--- src/rtl/bl_port_pkg.sv ---
// Shared constants and types for the byte-lane memory port.
package bl_port_pkg;
    // Number of byte lanes on the port (lower and upper).
    localparam int NUM_LANES = 2;

    // Sampled control group shared by all lanes.
    typedef struct packed {
        logic ce_n;
        logic we_n;
        logic oe_n;
    } ctl_t;

    // Idle value for the control group (everything deasserted).
    localparam ctl_t CTL_IDLE = '{ce_n: 1'b1, we_n: 1'b1, oe_n: 1'b1};
endpackage

--- src/rtl/bl_ctl_sampler.sv ---
// Control sampler: registers the port inputs once (current sample)
// and keeps the sample before it (previous sample). From the pair it
// decodes per-lane read activity and the write-close event.
// Assumes inputs are stable around the sampling clock edge; a close
// is the first rise of any control after an open window.
module bl_ctl_sampler
    import bl_port_pkg::*;
#(
    parameter int ADDR_W = 4,
    parameter int LANE_W = 8,
    localparam int DATA_W = NUM_LANES * LANE_W
) (
    input  logic                 clk,
    input  logic                 rst_n,
    input  ctl_t                 ctl_in,
    input  logic [NUM_LANES-1:0] ben_n_in,
    input  logic [ADDR_W-1:0]    addr_in,
    input  logic [DATA_W-1:0]    din_in,
    output logic [NUM_LANES-1:0] rd_lane,
    output logic [ADDR_W-1:0]    rd_addr,
    output logic [NUM_LANES-1:0] wr_lane,
    output logic [ADDR_W-1:0]    wr_addr,
    output logic [DATA_W-1:0]    wr_data
);
    ctl_t                 cur_ctl, prv_ctl;
    logic [NUM_LANES-1:0] cur_ben, prv_ben;
    logic [ADDR_W-1:0]    cur_addr;
    logic [DATA_W-1:0]    cur_din;
    logic                 prv_open, any_rise, close_evt;

    // Capture the current sample and age it into the previous sample.
    always_ff @(posedge clk) begin
        if (!rst_n) begin
            cur_ctl  <= CTL_IDLE;
            prv_ctl  <= CTL_IDLE;
            cur_ben  <= '1;
            prv_ben  <= '1;
            cur_addr <= '0;
            cur_din  <= '0;
        end else begin
            prv_ctl  <= cur_ctl;
            prv_ben  <= cur_ben;
            cur_ctl  <= ctl_in;
            cur_ben  <= ben_n_in;
            cur_addr <= addr_in;
            cur_din  <= din_in;
        end
    end

    // Decode the window state and the first rising control.
    always_comb begin
        prv_open  = !prv_ctl.ce_n && !prv_ctl.we_n && (prv_ben != '1);
        any_rise  = (cur_ctl.ce_n && !prv_ctl.ce_n) ||
                    (cur_ctl.we_n && !prv_ctl.we_n) ||
                    (|(cur_ben & ~prv_ben));
        close_evt = prv_open && any_rise;
    end

    // Per-lane read and write qualifiers.
    for (genvar g = 0; g < NUM_LANES; g++) begin : g_lane
        assign rd_lane[g] = !cur_ctl.ce_n && cur_ctl.we_n &&
                            !cur_ctl.oe_n && !cur_ben[g];
        assign wr_lane[g] = close_evt && !prv_ben[g];
    end

    assign rd_addr = cur_addr;
    assign wr_addr = cur_addr;
    assign wr_data = cur_din;
endmodule

--- src/rtl/bl_lane_array.sv ---
// Storage array split into one memory per byte lane, so each lane has
// its own write enable. Not reset: contents are undefined until written.
// Assumes at most one write per lane per clock.
module bl_lane_array
    import bl_port_pkg::*;
#(
    parameter int ADDR_W = 4,
    parameter int LANE_W = 8,
    localparam int DATA_W = NUM_LANES * LANE_W,
    localparam int DEPTH  = 1 << ADDR_W
) (
    input  logic                 clk,
    input  logic                 rst_n,
    input  logic [NUM_LANES-1:0] wr_lane,
    input  logic [ADDR_W-1:0]    wr_addr,
    input  logic [DATA_W-1:0]    wr_data,
    input  logic [ADDR_W-1:0]    rd_addr,
    output logic [DATA_W-1:0]    rd_data
);
    for (genvar g = 0; g < NUM_LANES; g++) begin : g_lane
        logic [LANE_W-1:0] mem [DEPTH];

        // Store this lane's byte when its write qualifier is set.
        always_ff @(posedge clk) begin
            if (wr_lane[g]) mem[wr_addr] <= wr_data[g*LANE_W +: LANE_W];
        end

        // Asynchronous read of this lane.
        assign rd_data[g*LANE_W +: LANE_W] = mem[rd_addr];


        lane_store_chk: assert property (@(posedge clk) disable iff (!rst_n)
            wr_lane[g] |=> mem[$past(wr_addr)] == $past(wr_data[g*LANE_W +: LANE_W]));
    end
endmodule

--- src/rtl/bl_lane_drive.sv ---
// Output stage: registers per-lane drive enables and data. A lane that
// is not driven presents zero data.
module bl_lane_drive
    import bl_port_pkg::*;
#(
    parameter int LANE_W = 8,
    localparam int DATA_W = NUM_LANES * LANE_W
) (
    input  logic                 clk,
    input  logic                 rst_n,
    input  logic [NUM_LANES-1:0] rd_lane,
    input  logic [DATA_W-1:0]    rd_data,
    output logic [DATA_W-1:0]    dq_out,
    output logic [NUM_LANES-1:0] dq_oe
);
    for (genvar g = 0; g < NUM_LANES; g++) begin : g_lane
        // Register this lane's enable and its data (zero when idle).
        always_ff @(posedge clk) begin
            if (!rst_n) begin
                dq_oe[g]                     <= 1'b0;
                dq_out[g*LANE_W +: LANE_W]   <= '0;
            end else begin
                dq_oe[g]                     <= rd_lane[g];
                dq_out[g*LANE_W +: LANE_W]   <= rd_lane[g] ?
                                                rd_data[g*LANE_W +: LANE_W] : '0;
            end
        end


        idle_lane_zero_chk: assert property (@(posedge clk) disable iff (!rst_n)
            !dq_oe[g] |-> dq_out[g*LANE_W +: LANE_W] == '0);
    end
endmodule

--- src/rtl/bytelane_mem_port.sv ---
// Byte-lane masked asynchronous memory port model. Samples all inputs
// on clk, reads with per-lane drive enables, writes enabled lanes at
// the close of the write window. Read results lag inputs by two edges.
module bytelane_mem_port
    import bl_port_pkg::*;
#(
    parameter int ADDR_W = 4,
    parameter int LANE_W = 8,
    localparam int DATA_W = NUM_LANES * LANE_W
) (
    input  logic                 clk,
    input  logic                 rst_n,
    input  logic                 ce_n,
    input  logic                 we_n,
    input  logic                 oe_n,
    input  logic                 lb_n,
    input  logic                 ub_n,
    input  logic [ADDR_W-1:0]    addr,
    input  logic [DATA_W-1:0]    dq_in,
    output logic [DATA_W-1:0]    dq_out,
    output logic [NUM_LANES-1:0] dq_oe
);
    ctl_t                 ctl_in;
    logic [NUM_LANES-1:0] rd_lane, wr_lane;
    logic [ADDR_W-1:0]    rd_addr, wr_addr;
    logic [DATA_W-1:0]    wr_data, rd_data;

    assign ctl_in = '{ce_n: ce_n, we_n: we_n, oe_n: oe_n};

    bl_ctl_sampler #(.ADDR_W(ADDR_W), .LANE_W(LANE_W)) u_smp (
        .clk(clk), .rst_n(rst_n), .ctl_in(ctl_in), .ben_n_in({ub_n, lb_n}),
        .addr_in(addr), .din_in(dq_in), .rd_lane(rd_lane), .rd_addr(rd_addr),
        .wr_lane(wr_lane), .wr_addr(wr_addr), .wr_data(wr_data)
    );

    bl_lane_array #(.ADDR_W(ADDR_W), .LANE_W(LANE_W)) u_arr (
        .clk(clk), .rst_n(rst_n), .wr_lane(wr_lane), .wr_addr(wr_addr),
        .wr_data(wr_data), .rd_addr(rd_addr), .rd_data(rd_data)
    );

    bl_lane_drive #(.LANE_W(LANE_W)) u_drv (
        .clk(clk), .rst_n(rst_n), .rd_lane(rd_lane), .rd_data(rd_data),
        .dq_out(dq_out), .dq_oe(dq_oe)
    );

    // Count edges since reset release so that port history checks only
    // look back over cycles that are out of reset.
    logic [1:0] settle_cnt;
    always_ff @(posedge clk) begin
        if (!rst_n)                settle_cnt <= '0;
        else if (settle_cnt != 2'd2) settle_cnt <= settle_cnt + 2'd1;
    end


    we_over_oe_chk: assert property (@(posedge clk) disable iff (!rst_n)
        (settle_cnt == 2'd2 && !$past(we_n, 2)) |-> dq_oe == '0);


    deselect_quiet_chk: assert property (@(posedge clk) disable iff (!rst_n)
        (settle_cnt == 2'd2 && ($past(ce_n, 2) || $past(oe_n, 2))) |-> dq_oe == '0);


    no_lane_quiet_chk: assert property (@(posedge clk) disable iff (!rst_n)
        (settle_cnt == 2'd2 && $past(lb_n, 2) && $past(ub_n, 2)) |-> dq_oe == '0);
endmodule

--- config.mk ---
export PLATFORM = sky130hd
export DESIGN_NAME = bytelane_mem_port
export DESIGN_NICKNAME = d
export VERILOG_FILES = /design/src/rtl/bl_port_pkg.sv /design/src/rtl/bl_ctl_sampler.sv /design/src/rtl/bl_lane_array.sv /design/src/rtl/bl_lane_drive.sv /design/src/rtl/bytelane_mem_port.sv
export SDC_FILE = /design/constraint.sdc
export NUM_CORES = 1
export LEC_CHECK = 0
export BUFFER_PORTS_ARGS = -buffer_cell sky130_fd_sc_hd__buf_4
export CELL_PAD_IN_SITES_DETAIL_PLACEMENT = 1
export CELL_PAD_IN_SITES_GLOBAL_PLACEMENT = 1
export CORE_MARGIN = 1
export CORE_UTILIZATION = 58
export DETAILED_ROUTE_END_ITERATION = 10
export PLACE_DENSITY_LB_ADDON = 0.15
export SYNTH_ARGS = -nofsm -noshare
export SYNTH_HDL_FRONTEND = slang
export SYNTH_SLANG_ARGS = --single-unit
--- constraint.sdc ---
create_clock -name clk -period 3.8 [get_ports clk]
set_input_delay 0.57 -clock clk [delete_from_list [all_inputs] [get_ports clk]]
set_output_delay 0.57 -clock clk [all_outputs]
set_load 0.005 [all_outputs]
After elaboration in Yosys (flattened, before gate mapping):

Memory sizes are Yosys's and may differ from the RTL's. A register that Yosys moved wholly into a read port is not among the register bits.
Cells that the tools add are included.
W data, S select, Z words.

* register bits: 31
* bits in latches: 0
* RAM bits: 256
* ROM bits: 0
* input port bits: 27
* output and inout port bits: 18
* word-level logic and storage cells: 46
* memories kept: 2

* add/subtract/negate cells: 0
* multiply operators: 0
* div/mod/pow operators: 0
* magnitude comparators: 0
* equal/unequal tests: 1
* shifts and indexed selects: 0
* muxes and demuxes: 4
* bitwise operators: 2
* reductions and logical operators: 26

Memories
* u_arr.g_lane[0].mem: words 16, width 8, rd ports 1, clocked after Yosys merged registers in 1, write ports 1, RTL line bl_lane_array.sv:21 `logic [LANE_W-1:0] mem [DEPTH];`
* u_arr.g_lane[1].mem: words 16, width 8, rd ports 1, clocked after Yosys merged registers in 1, write ports 1, RTL line bl_lane_array.sv:21

Operators by type and width (count)
* $logic_and A1 B1 Y1: 11
* $logic_not A1 Y1: 10
* $mux W1: 4
* $reduce_and A2 Y1: 2
* $and A2 B2 Y2: 1
* $logic_or A1 B1 Y1: 2
* $ne A2 B2 Y1 const B: 1
* $not A2 Y2: 1
* $reduce_or A2 Y1: 1

Longest topological paths before layout:

Gate-level depths: netlist of run 1.

* word-level depth: 8
* depth in mapped cells: 6

Hierarchy:

A second synthesis of run 1 with hierarchy kept.

* cells, all modules: 551
* area, all modules: 11208.2 sq um

Modules (own cells, without submodules)
* bl_lane_array: instances 1, cells each 440, area an instance 9834.4 sq um, seq. area each 7687.4 sq um
* bl_ctl_sampler: instances 1, cells each 74, area an instance 877.1 sq um, seq. area each 580.6 sq um
* bl_lane_drive: instances 1, cells each 37, area an instance 496.7 sq um, seq. area each 360.3 sq um

Worst setup path before layout of run 1:

OpenSTA, ideal clock, no wires.

* path kind: flip-flop to flip-flop
* from: register u_smp.cur_addr[0], in the netlist u_smp.rd_addr[0]
* to: memory u_arr.g_lane[0].mem[2][0] (enable)
* setup time: 0.383 ns
* data arrival time: 1.773 ns
* setup slack: 1.644 ns
* cell stages (with the launch flop): 7
* path buffers: 3
* clock period less this slack: 2.156 ns
* cells stage by stage: dfxtp_1 -> buf_6 -> buf_12 -> buf_4 -> nand2b_1 -> nand3b_1 -> nor3_1

RTL lines
* from (decl): RTL line bl_ctl_sampler.sv:27 `logic [ADDR_W-1:0] cur_addr;`
* from (signal assigned): RTL line bl_ctl_sampler.sv:45 `cur_addr <= addr_in;`
* to (decl): RTL line bl_lane_array.sv:21

Straight into the memory's write port.

Final worst setup path of run 1:

* from: register u_smp.cur_addr[0], in the netlist u_smp.rd_addr[0]
* to: memory u_arr.g_lane[0].mem[5][2] (enable)

Straight into the memory's write port.

==> results of run 1 <==
[cells in the final DEF (no fill, tap or decap)]
cell type and count:
nor2_1 26, nor2b_1 16, a211oi_1 27, mux2i_1 16, and2_1 20, clkbuf_1 3, buf_4 55, edfxtp_1 256
nand2_1 2, nand4_1 2, clkinv_1 4, nor3_1 12, inv_1 2, clkinvlp_4 1, o22ai_1 1, mux4_2 43
clkinv_2 6, dfxtp_1 44, bufinv_16 2, a211oi_2 5, clkbuf_16 31, nand3_1 2, nand2b_1 13, nand3b_1 6
nor3b_1 1, dfxtp_2 2, clkbuf_8 6, dfxtp_4 1, mux4_1 21
[cell usage after synthesis]
| cell | n | share of area, % |
|---|---|---|
| and2_1 | 20 | 1.1 |
| mux4_1 | 21 | 4.9 |
| mux2i_1 | 16 | 1.4 |
| nand2_1 | 2 | 0.066 |
| nand2b_1 | 13 | 0.72 |
| dfxtp_1 | 47 | 8.3 |
| nor3b_1 | 1 | 0.066 |
| nand4_1 | 2 | 0.11 |
| o22ai_1 | 1 | 0.055 |
| a211oi_2 | 5 | 0.55 |
| nor2_1 | 26 | 0.86 |
| nand3b_1 | 6 | 0.40 |
| buf_4 | 5 | 0.33 |
| buf_8 | 2 | 0.26 |
| nand3_1 | 2 | 0.088 |
| mux4_2 | 43 | 8.5 |
| edfxtp_1 | 256 | 68 |
| buf_2 | 4 | 0.18 |
| clkbuf_1 | 14 | 0.46 |
| buf_6 | 1 | 0.099 |
| a211oi_1 | 27 | 1.8 |
| nor2b_1 | 16 | 0.88 |
| buf_12 | 3 | 0.53 |
| nor3_1 | 12 | 0.53 |
| inv_1 | 2 | 0.066 |
[worst max-delay path, stage by stage, from the launching register on]
cell	delay [ps]
dfxtp_4	1110
nand2b_1	340
nand3b_1	320
nor2_1	660
[flip-flops by register name (all words and copies together), names as in the netlist]
signal and flops:
u_drv.dq_oe 2, u_smp.cur_ben 2, u_smp.wr_data 16, u_smp.prv_ben 2, u_arr.g_lane.mem 256, u_smp.cur_ctl 3, u_drv.dq_out 16, u_smp.prv_ctl 2
u_smp.rd_addr 4
[metal layers]
metal	vias up	track usage (%)	wire (µm)	part of all wire, %
met5	-	0	0	0
met4	0	8.04	579	2.4
met3	44	3.24	1440	6.0
met2	186	39.5	11400	48
met1	2851	37.7	10600	44
li1	2341	-	-	-
[cell families (layout without fill, tap and decap cells)]
family          count (synthesis)  in the layout  share of synthesized area [%]
flops                         303            303                           76.0
compound gates                 33             33                           2.39
simple gates                  100            100                           4.82
mux                            80             80                           14.8
buf+inv                        31            110                           1.93
[layout make-up]
type	instances	area [µm²]
Clock buffer	40	870
Timing Repair Buffer	55	413
Tap cell	260	325
Fill cell	1522	6090
Sequential cell	303	8630
Clock inverter	13	113
Multi-Input combinational cell	213	2500
Inverter	2	7.51
[metrics by stage]
step	utilization [%]	total power, mW	setup WS (ps)	cells	area [µm²]
after floorplan	-	3.87	1640	547	11300
after global placement	62.7	3.94	1050	833	11900
after detailed placement	62.7	3.95	921	833	11900
after CTS	67.8	6.82	851	886	12900
after global routing	67.8	6.95	618	886	12900
final	67.8	6.79	966	886	12900
[report_power, final]
group          total, mW  leakage [nW]  internal (mW)  switching [mW]
registers           3.70          2.89           3.61          0.0816
logic              0.185          1.04          0.103          0.0816
clock network       2.90         0.487           1.73            1.18
total               6.79          4.41           5.44            1.34
[worst max path at each step]
stage                     start                        end  slack (ps)  cells after the start
2_1_floorplan  u_smp.rd_addr[0]  u_arr.g_lane[0].mem[2][0]        1640                      6
3_3_place_gp   u_smp.rd_addr[0]  u_arr.g_lane[0].mem[5][2]        1050                      3
3_5_place_dp   u_smp.rd_addr[0]  u_arr.g_lane[0].mem[5][2]         920                      3
4_1_cts        u_smp.rd_addr[0]  u_arr.g_lane[0].mem[5][2]         850                      3
5_1_grt        u_smp.rd_addr[0]  u_arr.g_lane[0].mem[5][2]         620                      3
6_report       u_smp.rd_addr[0]  u_arr.g_lane[0].mem[5][2]         970                      3
==> metrics.cfg, run 1 <==
[min_path]
worst_hold_path.num_cells=2
hold_end=u_smp.cur_ctl[0]
holdCritStartpoint=oe_n
hold_class=in2reg

[drt]
via_per_inst=6.12
ant_nets=0
routed_wl_um=24000
drt_iter0_drc=491
remaining_drc_errors=0
detail_route.first_pass.iterations=5
wl_per_cell_um=27.1
vias=5422

[worst_setup_path]
r2r_end=u_arr.g_lane[0].mem[5][2]
critPathCaptureType=flop
reg2reg_slack_ps=970
reg2reg_depth=3
worstSetupPathType=reg2reg
cp-start-kind=flop
timing.rr.start=u_smp.rd_addr[0]
arrival_ps=3000
required_ps=3970
path_max_fanout=62

[sta]
drv_slew=0
fin_crit_sh_pct=74.6
hold_slack_ps=212
fin_crit_ps=2830
hold_viol_final=0
grt_setup_unrepaired=false
relSlewSlack_pct=22.8
tightest_slew_ps=1150
finalClockSkew_ps=7.51
setup_tns_ps=0
setup_viol=0
fmax_mhz=353

[finish]
nets=631
diodes=0
area.growth.synth_to_final_pct=13.4
drive_gt1_share_pct=24.3

[clocking]
ctsHoldBuffers=0
post_cts_resized=0
clockRootBuffer=clkbuf_16
clock_path_buffers=3
clock_sinks=303
path_clk_slew_ps=60
cts_buffers=29
cts-htree-levels=1
tritoncts=yes
clkLatencyLatePin_ps=540
cts_setup_buffers=0

[synth]
syn_area_um2=11300
synth_warnings=0
netlist_instances=547
synth_area_per_cell_um2=20.7
synth_cell_types=25
ys_ff_latch=303
synth_nets=574
yosysSeqAreaShare_pct=76.0

[floorplanning]
die-area_um2=20100
die_w_um=142
fp.coreArea_um2=19000
io_pins=45
rows=50
initial_core_util_pct=59.9
die_h_um=142

[global_routing]
grtUsageTotal_pct=25.2
grt_max_degree=63
grt_overflow_total=0
grt_pass1_wl_um=36100
grt_pass1_vias=5713
antenna_found_initial=0

[placement]
hpwlAfterDp_um=15000
port_buffers=44
routabilityCongestion=0.744

[power_and_ir_drop]
peakVddDrop_mv=0.378
power_density_nw_per_um2=528
p_leak_nw=4.41

[run_status]
outcome=complete, no violations

[run]
drv_cap=0

Note: power is estimated with default switching activity, not from simulation.
==> run 2, diff against run 1 <==
--- a/config.mk
+++ b/config.mk
@@ -9,7 +9,7 @@
 export CELL_PAD_IN_SITES_DETAIL_PLACEMENT = 1
 export CELL_PAD_IN_SITES_GLOBAL_PLACEMENT = 1
 export CORE_MARGIN = 1
-export CORE_UTILIZATION = 58
+export CORE_UTILIZATION = 49
 export DETAILED_ROUTE_END_ITERATION = 10
 export PLACE_DENSITY_LB_ADDON = 0.15
 export SYNTH_ARGS = -nofsm -noshare
==> constraint.sdc (replaced) <==
create_clock -name clk -period 2.6 [get_ports clk]
set_input_delay 0.39 -clock clk [delete_from_list [all_inputs] [get_ports clk]]
set_output_delay 0.39 -clock clk [all_outputs]
set_load 0.005 [all_outputs]
==> run 2 against run 1 <==
  * Largest power group unchanged
  * Die area increased by 18%
  * Sequential power up 45%
  * Combinational power up 71%
  * Largest cell class unchanged
  * Worst hold slack worse by 190 ps
  * Design area rose by 3.0%
  * Flip-flop and latch count is the same
==> metrics.cfg, run 2 (synthesis results as in run 1) <==
[sta]
fin_crit_ps=2360  ; -475 ps
setup_ws_ps=241  ; -725 ps
tightest_slew_ps=977  ; -172 ps
relSlewSlack_pct=34.6  ; +12 points
hold_slack_ps=23.1  ; -189 ps
fin_crit_sh_pct=90.7  ; +16 points
grt_setup_unrepaired=false
drv_slew=0  ; unchanged
hold_viol_final=0  ; unchanged
finalClockSkew_ps=11.8  ; +4.30 ps
setup_tns_ps=0  ; unchanged
setup_viol=0  ; unchanged
fmax_mhz=424  ; +20%

[floorplanning]
rows=55  ; +10%
fp.coreArea_um2=22600  ; +19%
die_w_um=154  ; +8.7%
initial_core_util_pct=50.1  ; -9.7 points
die-area_um2=23800  ; +18%
die_h_um=154  ; +8.7%
io_pins=45  ; unchanged

[clocking]
cts-htree-levels=1  ; unchanged
tritoncts=yes
clkLatencyLatePin_ps=540  ; about the same
clockRootBuffer=clkbuf_16
ctsHoldBuffers=0  ; unchanged
cts_buffers=30  ; +3.4%
clock_path_buffers=3  ; unchanged
clock_sinks=303  ; unchanged
path_clk_slew_ps=60  ; about the same

[finish]
diodes=0  ; unchanged
area.growth.synth_to_final_pct=16.8
final_cell_mix=edfxtp_1 (256), buf_4 (88), dfxtp_1 (44)
largest_reg_flops=256  ; unchanged
fin_area_um2=13200  ; +3.0%
largest-register=u_arr.g_lane.mem
nets=667  ; +5.7%
fillers=1955  ; +28%
final_cell_count_no_fill=949  ; +7.1%
fin_util_pct=58.5  ; -9.3 points
drive_gt1_share_pct=28.9  ; +4.6 points
final_common_cell=edfxtp_1

[global_routing]
antenna_found_initial=0  ; unchanged
grt_overflow_total=0  ; unchanged
grt_pass1_vias=5739  ; +0.46%
grtUsageTotal_pct=20.7  ; -4.6 points
grt_pass1_wl_um=35800  ; -0.86%
grt_max_degree=34  ; -46%

[min_path]
hold_class=in2reg
worst_hold_path.num_cells=2  ; unchanged

[placement]
routabilityCongestion=0.721  ; -3.1%
dpl_cell_area_um2=12200  ; +2.5%
placedCellCount=892  ; +7.1%
hpwlAfterDp_um=14600  ; -2.8%
port_buffers=44  ; unchanged
pre_cts_ws_ps=39.2  ; -881 ps

[worst_setup_path]
critPathCaptureType=flop
arrival_ps=2530  ; -470 ps
path_max_fanout=22  ; -65%
worstSetupPathType=reg2reg
reg2reg_depth=4  ; +1
required_ps=2770  ; -1200 ps
cp-start-kind=flop

[power_and_ir_drop]
power_density_nw_per_um2=768  ; +46%
p_leak_nw=4.64  ; +5.1%
totalPowerFinal_mw=10.2  ; +50%
peakVddDrop_mv=0.878  ; +130%

[run]
drv_cap=0  ; unchanged

[drt]
ant_nets=0  ; unchanged
routed_wl_um=23500  ; -1.9%
remaining_drc_errors=0  ; unchanged
via_per_inst=5.71  ; -6.8%
wl_per_cell_um=24.8  ; -8.5%
detail_route.first_pass.iterations=4  ; -1
vias=5415  ; -0.13%
drt_iter0_drc=412  ; -16%

[run_status]
outcome=complete, no violations

[run 2: cell types whose count changed in the layout (fill, tap and decap cells not counted), sizes merged]
cell and delta:
buf +35, clkinv +1, bufinv +2
[run 2: cell type report]
| class | instances | area (µm²) | share of cell area [%] |
|---|---|---|---|
| sequential | 303 | 8630 | 65.2 |
| tap | 285 | 357 | 2.69 |
| timing repair buffer | 90 | 701 | 5.29 |
| inverter | 2 | 7.51 | 0.0567 |
| multi-input combinational | 213 | 2500 | 18.9 |
| clock buffer | 40 | 861 | 6.50 |
| clock inverter | 16 | 190 | 1.44 |
[run 2: repair_timing]
item | CTS | global route
buffers inserted | 1 | 0
setup endpoints to repair | 1 | 0
resized for setup | 0 | 0
[run 2: final timing paths]
| kind | from | to | slack [ps] |
|---|---|---|---|
| min | lb_n | u_smp.cur_ben[0] | 20 |
| max | u_smp.rd_addr[0] | u_arr.g_lane[0].mem[6][2] | 240 |
| max reg2reg | u_smp.rd_addr[0] | u_arr.g_lane[0].mem[6][2] | 240 |
| min reg2reg | u_smp.cur_ben[1] | u_smp.prv_ben[1] | 460 |
[run 2: critical path, stage by stage (launching register included)]
cell	delay, ps
dfxtp_4	500
buf_12	250
nand2b_1	230
nand3b_1	290
nor2_1	690
[run 2: layer usage]
layer / track usage [%] / vias to the layer above / routed length, µm
met3: 2.51 / 27 / 1450
li1: - / 2412 / -
met4: 5.10 / 0 / 401
met5: 0 / - / 0
met2: 32.0 / 162 / 11000
met1: 31.6 / 2814 / 10600
[run 2: power breakdown]
group          internal (mW)  switching [mW]  total, mW
registers               5.28          0.0880       5.37
clock network           2.72            1.76       4.49
logic                  0.170           0.147      0.316
==> run 3, diff against run 2 <==
--- a/config.mk
+++ b/config.mk
@@ -5,11 +5,12 @@
 export SDC_FILE = /design/constraint.sdc
 export NUM_CORES = 1
 export LEC_CHECK = 0
+export ABC_AREA = 1
 export BUFFER_PORTS_ARGS = -buffer_cell sky130_fd_sc_hd__buf_4
 export CELL_PAD_IN_SITES_DETAIL_PLACEMENT = 1
 export CELL_PAD_IN_SITES_GLOBAL_PLACEMENT = 1
-export CORE_MARGIN = 1
-export CORE_UTILIZATION = 49
+export CORE_MARGIN = 2
+export CORE_UTILIZATION = 44
 export DETAILED_ROUTE_END_ITERATION = 10
 export PLACE_DENSITY_LB_ADDON = 0.15
 export SYNTH_ARGS = -nofsm -noshare
==> constraint.sdc (replaced) <==
create_clock -name clk -period 2.1 [get_ports clk]
set_input_delay 0.315 -clock clk [delete_from_list [all_inputs] [get_ports clk]]
set_output_delay 0.315 -clock clk [all_outputs]
set_load 0.005 [all_outputs]
==> run 3 against run 2 <==
  * Non-clock buffer count increased by 44
  * Clock power rose by 36%
  * Maximum frequency rose by 30%
  * Critical path depth increased by 3
  * Core utilization fell by 4.9 points
  * Clock skew grew 4.4 ps
==> metrics.cfg, run 3 <==
[run_status]
outcome=complete, no violations

[clocking]
post_cts_resized=0  ; unchanged
cts-htree-levels=2  ; +1
clock_sinks=303  ; unchanged
clock_path_buffers=3  ; unchanged
path_clk_slew_ps=60  ; about the same
cts_buffers=35  ; +17%
clkLatencyLatePin_ps=510  ; -30 ps
tritoncts=yes
clockRootBuffer=clkbuf_16

[finish]
area.growth.synth_to_final_pct=19.1
final_common_cell=nand2_1
largest_reg_flops=256  ; unchanged
largest-register=u_arr.g_lane.mem
final_cell_count_no_fill=1679  ; +77%
final_cell_mix=nand2_1 (721), edfxtp_1 (256), buf_4 (108)
nets=1340  ; +100%
diodes=0  ; unchanged
drive_gt1_share_pct=12.5  ; -16 points
fin_area_um2=14500  ; +9.4%

[synth]
synth_warnings=0  ; unchanged
synth_nets=1226  ; +110%
netlist_instances=1199  ; +120%
ys.flop_type=edfxtp_1
yosysTopAreaCell=edfxtp_1
synth.area.top_cells=edfxtp_1 (63%), nand2_1 (22%), dfxtp_1 (7.7%)
synth_top_area_share_pct=63.1  ; -4.6 points
ys_ff_latch=303  ; unchanged
synth_cell_types=20  ; -20%
synth_common_cells=nand2_1 (721), edfxtp_1 (256), nor2_1 (71), dfxtp_1 (47), inv_1 (39)
yosysMostFrequentCell=nand2_1
syn_area_um2=12200  ; +7.3%
yosysSeqAreaShare_pct=70.9  ; -5.2 points
synth_async_sr_flop_share_pct=0  ; unchanged
synth_area_per_cell_um2=10.2  ; -51%
synth_edf_count=256  ; unchanged

[power_and_ir_drop]
power_density_nw_per_um2=919  ; +20%
peakVddDrop_mv=0.684  ; -22%
totalPowerFinal_mw=13.3  ; +31%
p_leak_nw=6.46  ; +39%

[sta]
grt_setup_unrepaired=false
fin_crit_ps=1820  ; -541 ps
drv_slew=0  ; unchanged
finalClockSkew_ps=16.2  ; +4.36 ps
tightest_slew_ps=750  ; -227 ps
fmax_mhz=550  ; +30%
relSlewSlack_pct=50.0  ; +15 points
setup_tns_ps=0  ; unchanged
hold_viol_final=0  ; unchanged
setup_ws_ps=281  ; +40.6 ps
setup_viol=0  ; unchanged
fin_crit_sh_pct=86.6  ; -4.1 points

[placement]
routabilityCongestion=0.804  ; +12%
hpwlAfterDp_um=20700  ; +42%
placedCellCount=1594  ; +79%
port_buffers=44  ; unchanged
pre_cts_ws_ps=334  ; +295 ps
dpl_cell_area_um2=13100  ; +7.5%

[drt]
ant_nets=0  ; unchanged
vias=8338  ; +54%
detail_route.first_pass.iterations=4  ; unchanged
via_per_inst=4.97  ; -13%
routed_wl_um=33000  ; +40%
remaining_drc_errors=0  ; unchanged
drt_iter0_drc=534  ; +30%
wl_per_cell_um=19.7  ; -21%

[worst_setup_path]
path_max_fanout=64  ; +190%
worstSetupPathType=reg2reg
critPathBufInv=1  ; unchanged
required_ps=2530  ; -240 ps
slowest_stage=buf_4
cp-startpoint=u_smp.rd_addr[1]
cp-start-kind=flop
critPathCaptureType=flop
arrival_ps=2250  ; -280 ps
worst_path_largest_cell_delay_ps=620  ; -70 ps
crit_path_frequent_cell=nand2_1
cp_top_family=simple AND/OR/NAND/NOR gates
critical_path.cell_chain=buf_4 -> nand2_1 -> nand2_1 -> nand2_1 -> nand2_1 -> nor2_1 -> nor2_1
timing.rr.start=u_smp.rd_addr[1]

[floorplanning]
die_w_um=170  ; +10%
die_h_um=170  ; +10%
fp.coreArea_um2=27000  ; +19%
initial_core_util_pct=45.0  ; -5.1 points
io_pins=45  ; unchanged
die-area_um2=29000  ; +22%
rows=60  ; +9.1%

[min_path]
hold_class=in2reg
holdCritStartpoint=addr[1]

[run]
drv_cap=0  ; unchanged

[global_routing]
grt_pass1_vias=8915  ; +55%
antenna_found_initial=0  ; unchanged
grt_max_degree=129  ; +280%
grt_pass1_wl_um=50900  ; +42%
grt_overflow_total=0  ; unchanged
grtUsageTotal_pct=23.4  ; +2.8 points

run 3: cell types whose count changed after synthesis, moves of 13 or more:
cell	before	now
and2_1	20	0
nand2_1	2	721
mux4_2	43	0
mux4_1	21	0
nor2_1	26	71
a211oi_1	27	0
nand2b_1	13	0
buf_2	4	30
inv_1	2	39
nor2b_1	16	0
mux2i_1	16	0
run 3: through the flow:
stage          util, %  hold slack (ps)
2_1_floorplan        -              400
5_1_grt           53.6             36.3
3_5_place_dp      48.5              439
4_1_cts           53.6             3.06
6_report          53.6             14.1
3_3_place_gp      48.5              428
run 3: routing by layer:
layer	wire length [µm]	global-route usage [%]	vias up
met3	1150	3.56	59
met4	738	6.13	0
met1	13900	28.7	4105
met5	0	0	-
li1	-	-	4025
met2	17200	43.1	149
run 3: what timing repair did:
action	4_1_cts	5_1_grt
hold endpoints to repair	22	1
setup buffers	0	0
hold buffers	22	1
run 3: power breakdown:
group	internal, mW	switching [mW]	total (mW)
Sequential	6.54	0.0278	6.57
Combinational	0.201	0.456	0.657
Clock	3.77	2.34	6.10
run 3: cells by family after synthesis:
group / synth area share (%)
AO/OA/AOI/OAI: 0.144
buffers and inverters: 4.42
flip-flops: 70.9
AND/OR/NAND/NOR: 24.6
run 3: worst min-delay path: cells and delay by family:
| kind | cells | cell delay (ps) |
|---|---|---|
| buf+inv | 2 | 130 |
| simple gates | 1 | 50 |
run 3: cell type report:
type,instances,area [µm²]
clock inverters,7,56.3
multi-input cells,798,3010
fillers,2951,12500
inverters,41,156
clock buffers,55,1120
repair buffers,134,1100
flip-flops and latches,303,8630
well taps,341,427
run 3: worst paths after layout:
kind                            to  slack [ps]  cells past startpoint
hold reg to reg   u_smp.prv_ctl[2]         450                      2
setup reg to reg   u_drv.dq_out[1]         280                      7
setup / recovery   u_drv.dq_out[1]         280                      7
hold / removal    u_smp.rd_addr[1]          10                      3
